File: config.mk
export PLATFORM = sky130hd
export DESIGN_NAME = gpio_port_regs
export DESIGN_NICKNAME = d
export VERILOG_FILES = /design/src/rtl/gpio_port_pkg.sv /design/src/rtl/gpio_in_sync.sv /design/src/rtl/gpio_out_regs.sv /design/src/rtl/gpio_cfg_once.sv /design/src/rtl/gpio_port_regs.sv
export SDC_FILE = /design/constraint.sdc
export NUM_CORES = 1
export LEC_CHECK = 0
export ABC_AREA = 1
export BUFFER_PORTS_ARGS = -buffer_cell sky130_fd_sc_hd__buf_2
export CORE_MARGIN = 2
export CORE_UTILIZATION = 40
export DETAILED_ROUTE_END_ITERATION = 6
export MAX_ROUTING_LAYER = met4
export PLACE_DENSITY_LB_ADDON = 0.05
export SLEW_MARGIN = 15
export SYNTH_ARGS = -nofsm -noshare
export SYNTH_HDL_FRONTEND = slang
export SYNTH_HIERARCHICAL = 1
export SYNTH_SLANG_ARGS = --single-unit
File: constraint.sdc
create_clock -name clk_i -period 1.1 [get_ports clk_i]
set_clock_uncertainty 0.1 [all_clocks]
set_input_delay 0.055 -clock clk_i [delete_from_list [all_inputs] [get_ports clk_i]]
set_output_delay 0.055 -clock clk_i [all_outputs]
set_load 0.01 [all_outputs]
File: src/rtl/gpio_port_pkg.sv
package gpio_port_pkg;

  // Byte lanes of the data word
  localparam int LANE_IN   = 0;
  localparam int LANE_SNAP = 1;
  localparam int LANE_OUT  = 2;
  localparam int LANE_DIR  = 3;

  // Lanes of the configuration word
  localparam int LANE_PUD  = 0;
  localparam int LANE_DRV  = 1;

  // Word indices inside the window
  localparam int WORD_DATA = 0;
  localparam int WORD_SET  = 1;
  localparam int WORD_CLR  = 2;
  localparam int WORD_CFG  = 3;

  typedef enum logic [2:0] {
    REG_DATA,
    REG_SET,
    REG_CLR,
    REG_CFG,
    REG_NONE
  } reg_sel_e;

endpackage

File: src/rtl/gpio_in_sync.sv
module gpio_in_sync #(
  parameter int WIDTH  = 8,
  parameter int STAGES = 2
) (
  input  logic             clk_i,
  input  logic             rst_ni,
  input  logic [WIDTH-1:0] pin_i,
  output logic [WIDTH-1:0] sync_o,
  output logic [WIDTH-1:0] snap_o
);

  localparam int CNT_W = $clog2(STAGES + 1) + 1;

  logic [STAGES-1:0][WIDTH-1:0] stg_q;
  logic [CNT_W-1:0]             fill_q;
  logic                         snap_done_q;
  logic [WIDTH-1:0]             snap_q;

  always_ff @(posedge clk_i or negedge rst_ni) begin
    if (!rst_ni) begin
      stg_q <= '0;
    end else begin
      stg_q[0] <= pin_i;
      for (int s = 1; s < STAGES; s++) stg_q[s] <= stg_q[s-1];
    end
  end

  assign sync_o = stg_q[STAGES-1];

  // Snapshot waits until the synchronizer holds post-reset pin data
  always_ff @(posedge clk_i or negedge rst_ni) begin
    if (!rst_ni) begin
      fill_q      <= '0;
      snap_done_q <= 1'b0;
      snap_q      <= '0;
    end else if (fill_q < CNT_W'(STAGES)) begin
      fill_q <= fill_q + 1'b1;
    end else if (!snap_done_q) begin
      snap_q      <= stg_q[STAGES-1];
      snap_done_q <= 1'b1;
    end
  end

  assign snap_o = snap_q;

  AST_SNAP_HELD: assert property (@(posedge clk_i) disable iff (!rst_ni)
    $past(snap_done_q) |-> $stable(snap_q));

  AST_SNAP_ONCE: assert property (@(posedge clk_i) disable iff (!rst_ni)
    $past(snap_done_q) |-> snap_done_q);

endmodule

File: src/rtl/gpio_out_regs.sv
module gpio_out_regs #(
  parameter int WIDTH = 8
) (
  input  logic             clk_i,
  input  logic             rst_ni,
  input  logic             wr_data_i,
  input  logic             wr_set_i,
  input  logic             wr_clr_i,
  input  logic [WIDTH-1:0] dir_wdata_i,
  input  logic [WIDTH-1:0] lvl_wdata_i,
  output logic [WIDTH-1:0] dir_o,
  output logic [WIDTH-1:0] lvl_o
);

  logic [WIDTH-1:0] dir_q, lvl_q, lvl_d;
  logic [WIDTH-1:0] set_mask, clr_mask;

  assign set_mask = wr_set_i ? lvl_wdata_i : '0;
  assign clr_mask = wr_clr_i ? lvl_wdata_i : '0;

  // Clear wins over set on the same bit
  always_comb begin
    if (wr_data_i) lvl_d = lvl_wdata_i;
    else           lvl_d = (lvl_q | set_mask) & ~clr_mask;
  end

  always_ff @(posedge clk_i or negedge rst_ni) begin
    if (!rst_ni) begin
      dir_q <= '0;
      lvl_q <= '0;
    end else begin
      if (wr_data_i) dir_q <= dir_wdata_i;
      lvl_q <= lvl_d;
    end
  end

  assign dir_o = dir_q;
  assign lvl_o = lvl_q;

  AST_DATA_LOAD: assert property (@(posedge clk_i) disable iff (!rst_ni)
    wr_data_i |=> (dir_q == $past(dir_wdata_i)) && (lvl_q == $past(lvl_wdata_i)));

  AST_SET_RAISES: assert property (@(posedge clk_i) disable iff (!rst_ni)
    (wr_set_i && !wr_clr_i && !wr_data_i) |=>
      (lvl_q == ($past(lvl_q) | $past(lvl_wdata_i))) && $stable(dir_q));

  AST_CLR_LOWERS: assert property (@(posedge clk_i) disable iff (!rst_ni)
    (wr_clr_i && !wr_set_i && !wr_data_i) |=>
      (lvl_q == ($past(lvl_q) & ~$past(lvl_wdata_i))) && $stable(dir_q));

  AST_IDLE_HOLDS: assert property (@(posedge clk_i) disable iff (!rst_ni)
    !(wr_data_i || wr_set_i || wr_clr_i) |=> $stable(lvl_q) && $stable(dir_q));

endmodule

File: src/rtl/gpio_cfg_once.sv
module gpio_cfg_once #(
  parameter int WIDTH = 8
) (
  input  logic             clk_i,
  input  logic             rst_ni,
  input  logic             wr_i,
  input  logic [WIDTH-1:0] drv_wdata_i,
  input  logic [WIDTH-1:0] pud_wdata_i,
  output logic [WIDTH-1:0] drv_o,
  output logic [WIDTH-1:0] pud_o
);

  logic [WIDTH-1:0] drv_q, pud_q;
  logic             lock_q;

  always_ff @(posedge clk_i or negedge rst_ni) begin
    if (!rst_ni) begin
      drv_q  <= '0;
      pud_q  <= '0;
      lock_q <= 1'b0;
    end else if (wr_i) begin
      pud_q  <= pud_wdata_i;
      lock_q <= 1'b1;
      if (!lock_q) drv_q <= drv_wdata_i;
    end
  end

  assign drv_o = drv_q;
  assign pud_o = pud_q;

  AST_DRV_LOCKED: assert property (@(posedge clk_i) disable iff (!rst_ni)
    $past(lock_q) |-> $stable(drv_q));

  AST_LOCK_STICKY: assert property (@(posedge clk_i) disable iff (!rst_ni)
    $past(lock_q) |-> lock_q);

  AST_PUD_LOAD: assert property (@(posedge clk_i) disable iff (!rst_ni)
    wr_i |=> pud_q == $past(pud_wdata_i));

endmodule

File: src/rtl/gpio_port_regs.sv
module gpio_port_regs
  import gpio_port_pkg::*;
#(
  parameter int NUM_PINS    = 8,
  parameter int DATA_W      = 32,
  parameter int ADDR_W      = 5,
  parameter int SYNC_STAGES = 2
) (
  input  logic                clk_i,
  input  logic                rst_ni,
  input  logic                sel_i,
  input  logic                we_i,
  input  logic [ADDR_W-1:0]   addr_i,
  input  logic [DATA_W-1:0]   wdata_i,
  output logic [DATA_W-1:0]   rdata_o,
  input  logic [NUM_PINS-1:0] pin_i,
  output logic [NUM_PINS-1:0] oe_o,
  output logic [NUM_PINS-1:0] out_o,
  output logic [NUM_PINS-1:0] drv_o,
  output logic [NUM_PINS-1:0] pu_dis_o
);

  localparam int FW     = DATA_W / 4;
  localparam int WORD_W = ADDR_W - 2;

  logic [WORD_W-1:0]   word_idx;
  reg_sel_e            reg_sel;
  logic                wr_data, wr_set, wr_clr, wr_cfg, rd_en;
  logic [NUM_PINS-1:0] sync_in, snap;
  logic [DATA_W-1:0]   rd_word, rdata_q;
  logic                unused_ok;

  assign word_idx  = addr_i[ADDR_W-1:2];
  assign unused_ok = ^{addr_i[1:0], wdata_i};

  always_comb begin
    if      (word_idx == WORD_W'(WORD_DATA)) reg_sel = REG_DATA;
    else if (word_idx == WORD_W'(WORD_SET))  reg_sel = REG_SET;
    else if (word_idx == WORD_W'(WORD_CLR))  reg_sel = REG_CLR;
    else if (word_idx == WORD_W'(WORD_CFG))  reg_sel = REG_CFG;
    else                                     reg_sel = REG_NONE;
  end

  assign wr_data = sel_i && we_i && (reg_sel == REG_DATA);
  assign wr_set  = sel_i && we_i && (reg_sel == REG_SET);
  assign wr_clr  = sel_i && we_i && (reg_sel == REG_CLR);
  assign wr_cfg  = sel_i && we_i && (reg_sel == REG_CFG);
  assign rd_en   = sel_i && !we_i;

  gpio_in_sync #(
    .WIDTH  (NUM_PINS),
    .STAGES (SYNC_STAGES)
  ) i_in_sync (
    .clk_i  (clk_i),
    .rst_ni (rst_ni),
    .pin_i  (pin_i),
    .sync_o (sync_in),
    .snap_o (snap)
  );

  gpio_out_regs #(
    .WIDTH (NUM_PINS)
  ) i_out_regs (
    .clk_i       (clk_i),
    .rst_ni      (rst_ni),
    .wr_data_i   (wr_data),
    .wr_set_i    (wr_set),
    .wr_clr_i    (wr_clr),
    .dir_wdata_i (wdata_i[LANE_DIR*FW +: NUM_PINS]),
    .lvl_wdata_i (wdata_i[LANE_OUT*FW +: NUM_PINS]),
    .dir_o       (oe_o),
    .lvl_o       (out_o)
  );

  gpio_cfg_once #(
    .WIDTH (NUM_PINS)
  ) i_cfg_once (
    .clk_i       (clk_i),
    .rst_ni      (rst_ni),
    .wr_i        (wr_cfg),
    .drv_wdata_i (wdata_i[LANE_DRV*FW +: NUM_PINS]),
    .pud_wdata_i (wdata_i[LANE_PUD*FW +: NUM_PINS]),
    .drv_o       (drv_o),
    .pud_o       (pu_dis_o)
  );

  always_comb begin
    rd_word = '0;
    case (reg_sel)
      REG_DATA: begin
        rd_word[LANE_DIR*FW  +: NUM_PINS] = oe_o;
        rd_word[LANE_OUT*FW  +: NUM_PINS] = out_o;
        rd_word[LANE_SNAP*FW +: NUM_PINS] = snap;
        rd_word[LANE_IN*FW   +: NUM_PINS] = sync_in;
      end
      REG_CFG: begin
        rd_word[LANE_DRV*FW +: NUM_PINS] = drv_o;
        rd_word[LANE_PUD*FW +: NUM_PINS] = pu_dis_o;
      end
      default: rd_word = '0;
    endcase
  end

  always_ff @(posedge clk_i or negedge rst_ni) begin
    if (!rst_ni) rdata_q <= '0;
    else         rdata_q <= rd_en ? rd_word : '0;
  end

  assign rdata_o = rdata_q;

  AST_WO_READ_ZERO: assert property (@(posedge clk_i) disable iff (!rst_ni)
    (rd_en && (reg_sel inside {REG_SET, REG_CLR, REG_NONE})) |=> rdata_o == '0);

  AST_DATA_READ: assert property (@(posedge clk_i) disable iff (!rst_ni)
    (rd_en && reg_sel == REG_DATA) |=>
      rdata_o[LANE_DIR*FW +: NUM_PINS] == $past(oe_o));

  AST_RESET_QUIET: assert property (@(posedge clk_i)
    !rst_ni |-> (oe_o == '0) && (out_o == '0) && (rdata_o == '0));

endmodule

==> impl_metrics.env <==
export IMPL_synth_common_cells="nand2_1, dfrtp_1, nand3_1, a21oi_1, inv_1"
export IMPL_slowest_stage="dfrtp_1"
export IMPL_io_pins=113
export IMPL_path_max_fanout=3
export IMPL_path_class="flop to output port"
export IMPL_rows=35
export IMPL_p_int_mw=5.69
export IMPL_crit_buf_inv=1
export IMPL_synthTopCellsByArea="dfrtp_1, nand2_1, nand3_1, a21oi_1, nor3b_2"
export IMPL_status="finished, final reports clean"
export IMPL_async_reset_ff_frac=1.00
export IMPL_area_growth_pct=42.9
export IMPL_first_pass_iters=5
export IMPL_p_leak_nw=2.78
export IMPL_grt_setup_unrepaired="true"
export IMPL_max_slew_margin=0.627
export IMPL_startpoint_type="flop"
export IMPL_grt_pass1_vias=2921
export IMPL_synthCells=365
export IMPL_vias_per_cell=4.72
export IMPL_worst_pin_slew_ps=557
export IMPL_syn_area_per_cell_um2=10.2
export IMPL_clkLatencyLatePin_ps=360
export IMPL_clock_fmax_mhz=928
export IMPL_antenna_found_initial=0
export IMPL_clk_pin_slew_ps=100
export IMPL_antenna_left=0
export IMPL_drt_initial_drc_count=110
export IMPL_io_buffers=110
export IMPL_ys_types=25
export IMPL_p_sw_frac=0.271
export IMPL_fp_dieW_um=100
export IMPL_grt_pass1_wl_um=14500
export IMPL_hold_viol=0
export IMPL_setup_worst_path_end_class="output port"
export IMPL_worstPathCellList="buf_2"
export IMPL_synth_ff_type="dfrtp_1"
export IMPL_required_ps=940
export IMPL_grt_util_all_layers=0.191
export IMPL_seq_area_frac_synth=0.626
export IMPL_postLayoutCoreUtil=0.584
export IMPL_core_area_um2=9110
export IMPL_cts_sinks=93
export IMPL_synth_top_area_frac=0.626
export IMPL_setup_tns_ps=0
export IMPL_cp_top_family="flip-flops"
export IMPL_yosysWarnings=6
export IMPL_htreeDepth=3
export IMPL_post_place_ws_ps=-144
export IMPL_arrival_ps=920
export IMPL_p_seq_frac=0.493
export IMPL_gp_congestion=0.823
export IMPL_post_route_period_util=0.979
export IMPL_wire_per_inst_um=13.9
export IMPL_die_h_um=100
export IMPL_cts_tree="done"
export IMPL_netlist_area_um2=3720
export IMPL_power_density_nw_per_um2=1470
export IMPL_synth_seq_cells=93
export IMPL_synth_most_common_cell="nand2_1"
export IMPL_met3_usage=0.0425
export IMPL_critPathMaxStageDelay_ps=410
export IMPL_initial_core_util=0.408
export IMPL_p_sw_mw=2.12
export IMPL_vias=3111
export IMPL_cap_violations=0
export IMPL_worst_slack_ps=23.0
export IMPL_overflow=0
export IMPL_fin_nets=593
export IMPL_dpl_cell_area_um2=4510
export IMPL_maxSlewViolCount=0
export IMPL_root_buffer="clkbuf_8"
export IMPL_met1_usage=0.252
export IMPL_ir_drop_uv=753
export IMPL_hpwlAfterDp_um=5920
export IMPL_grt_max_degree=62
export IMPL_synth_nets=415
export IMPL_min_path_type="input pin to asynchronous set/reset pin"
export IMPL_die_area_um2=10100
export IMPL_diodes=0
export IMPL_drc_errors=0
export IMPL_synth_edf_count=0
export IMPL_yosysTopAreaCell="dfrtp_1"
export IMPL_cts_path_max_buffers=2
export IMPL_p_clk_frac=0.340
export IMPL_final_area_um2=5320
export IMPL_wl_um=9170
export IMPL_grt_use_met2=0.299
export IMPL_comb_power_share=0.168
export IMPL_worst_hold_slack_ps=99.4
export IMPL_grt_busiest_layer="met2"
export IMPL_min_period_ps=1080
export IMPL_cts_inserted_buffers=9
export IMPL_final_setup_viol_count=0
export IMPL_drive_above_1_share=0.367
sequential cells by signal (all words and copies together), names as in the netlist:
signal	cells
i_cfg_once/lock_q	1
i_in_sync/fill_q	3
i_cfg_once/drv_o	8
i_cfg_once/pud_o	8
i_out_regs/dir_o	8
i_in_sync/snap_o	8
i_in_sync/stg_q	8
i_in_sync/snap_done_q	1
rdata_o	32
i_out_regs/lvl_o	8
i_in_sync/sync_o	8
worst paths after layout:
kind	start	to	slack [ps]	cells after the start
setup / recovery	i_cfg_once/drv_o[1]	drv_o[1]	20	1
hold / removal	rst_ni	rdata_o[24]	100	3
setup reg to reg	i_in_sync/fill_q[1]	i_in_sync/fill_q[1]	80	3
hold reg to reg	i_in_sync/stg_q[0]	i_in_sync/sync_o[0]	260	0
max in group asynchronous	rst_ni	rdata_o[29]	80	3
min in group clk_i	we_i	rdata_o[27]	120	5
metal layers:
metal  share of wire  vias to the layer above
li1                -                     1532
met1            0.44                     1478
met2            0.50                       91
met3           0.047                       10
met4           0.012                        0
met5               0                        -
kinds of logic after synthesis:
logic type / after synthesis / share of synthesized area
buffers and inverters: 50 / 0.0753
DFF: 93 / 0.626
AOI/OAI and AO/OA: 33 / 0.0454
and+or+nand+nor: 187 / 0.248
xor gates and xnor gates: 1 / 0.00235
adders and majority gates: 1 / 0.00336
stage by stage:
stage | cells | power [mW]
floorplan | 365 | 4.44
global placement | 582 | 4.94
detailed placement | 582 | 4.97
CTS | 647 | 7.81
global route | 659 | 8.23
finish | 659 | 7.80
power by group through the flow:
stage               clock network [mW]  logic (mW)  registers [mW]
global placement                     0        1.00            3.94
finish                            2.65        1.31            3.84
CTS                               2.74        1.21            3.86
detailed placement                   0        1.02            3.95
floorplan                            0       0.430            4.01
global route                      2.89        1.46            3.88
worst min-delay path, stage by stage:
cell and delay (ps):
dlygate4sd3_1 530, buf_4 150, buf_12 190
final cells by class:
| cell class | instances | area [um2] |
|---|---|---|
| clock buffer | 9 | 124 |
| timing repair buffer | 193 | 1360 |
| tap | 111 | 139 |
| clock inverter | 7 | 109 |
| fill | 830 | 3790 |
| sequential | 93 | 2330 |
| inverter | 24 | 97.6 |
| multi-input combinational | 222 | 1160 |
timing repair:
action | in CTS | in global routing
hold endpoints to repair | 133 | 0
resized for setup | 0 | 2
setup buffers | 7 | 12
setup endpoints to repair | 7 | 23
hold buffers | 42 | 0
cell usage in the layout (no fill, tap or decap), types with 2 or more instances in the layout:
cell type      instances
nand4_1               16
a21oi_1               16
bufinv_16              2
inv_8                  3
nand2_2                2
nand3_2                2
clkbuf_8               9
nand3_1               32
nor3b_1                7
buf_12                 6
nand2_1              112
inv_6                  3
dfrtp_1               92
buf_4                 36
dlygate4sd3_1         42
o21ai_0                8
a21oi_2                8
nor2_1                 3
inv_2                  6
nor2_4                 2
buf_2                108
inv_1                 17
nor3b_2                9
(Power assumes the default switching activity.)
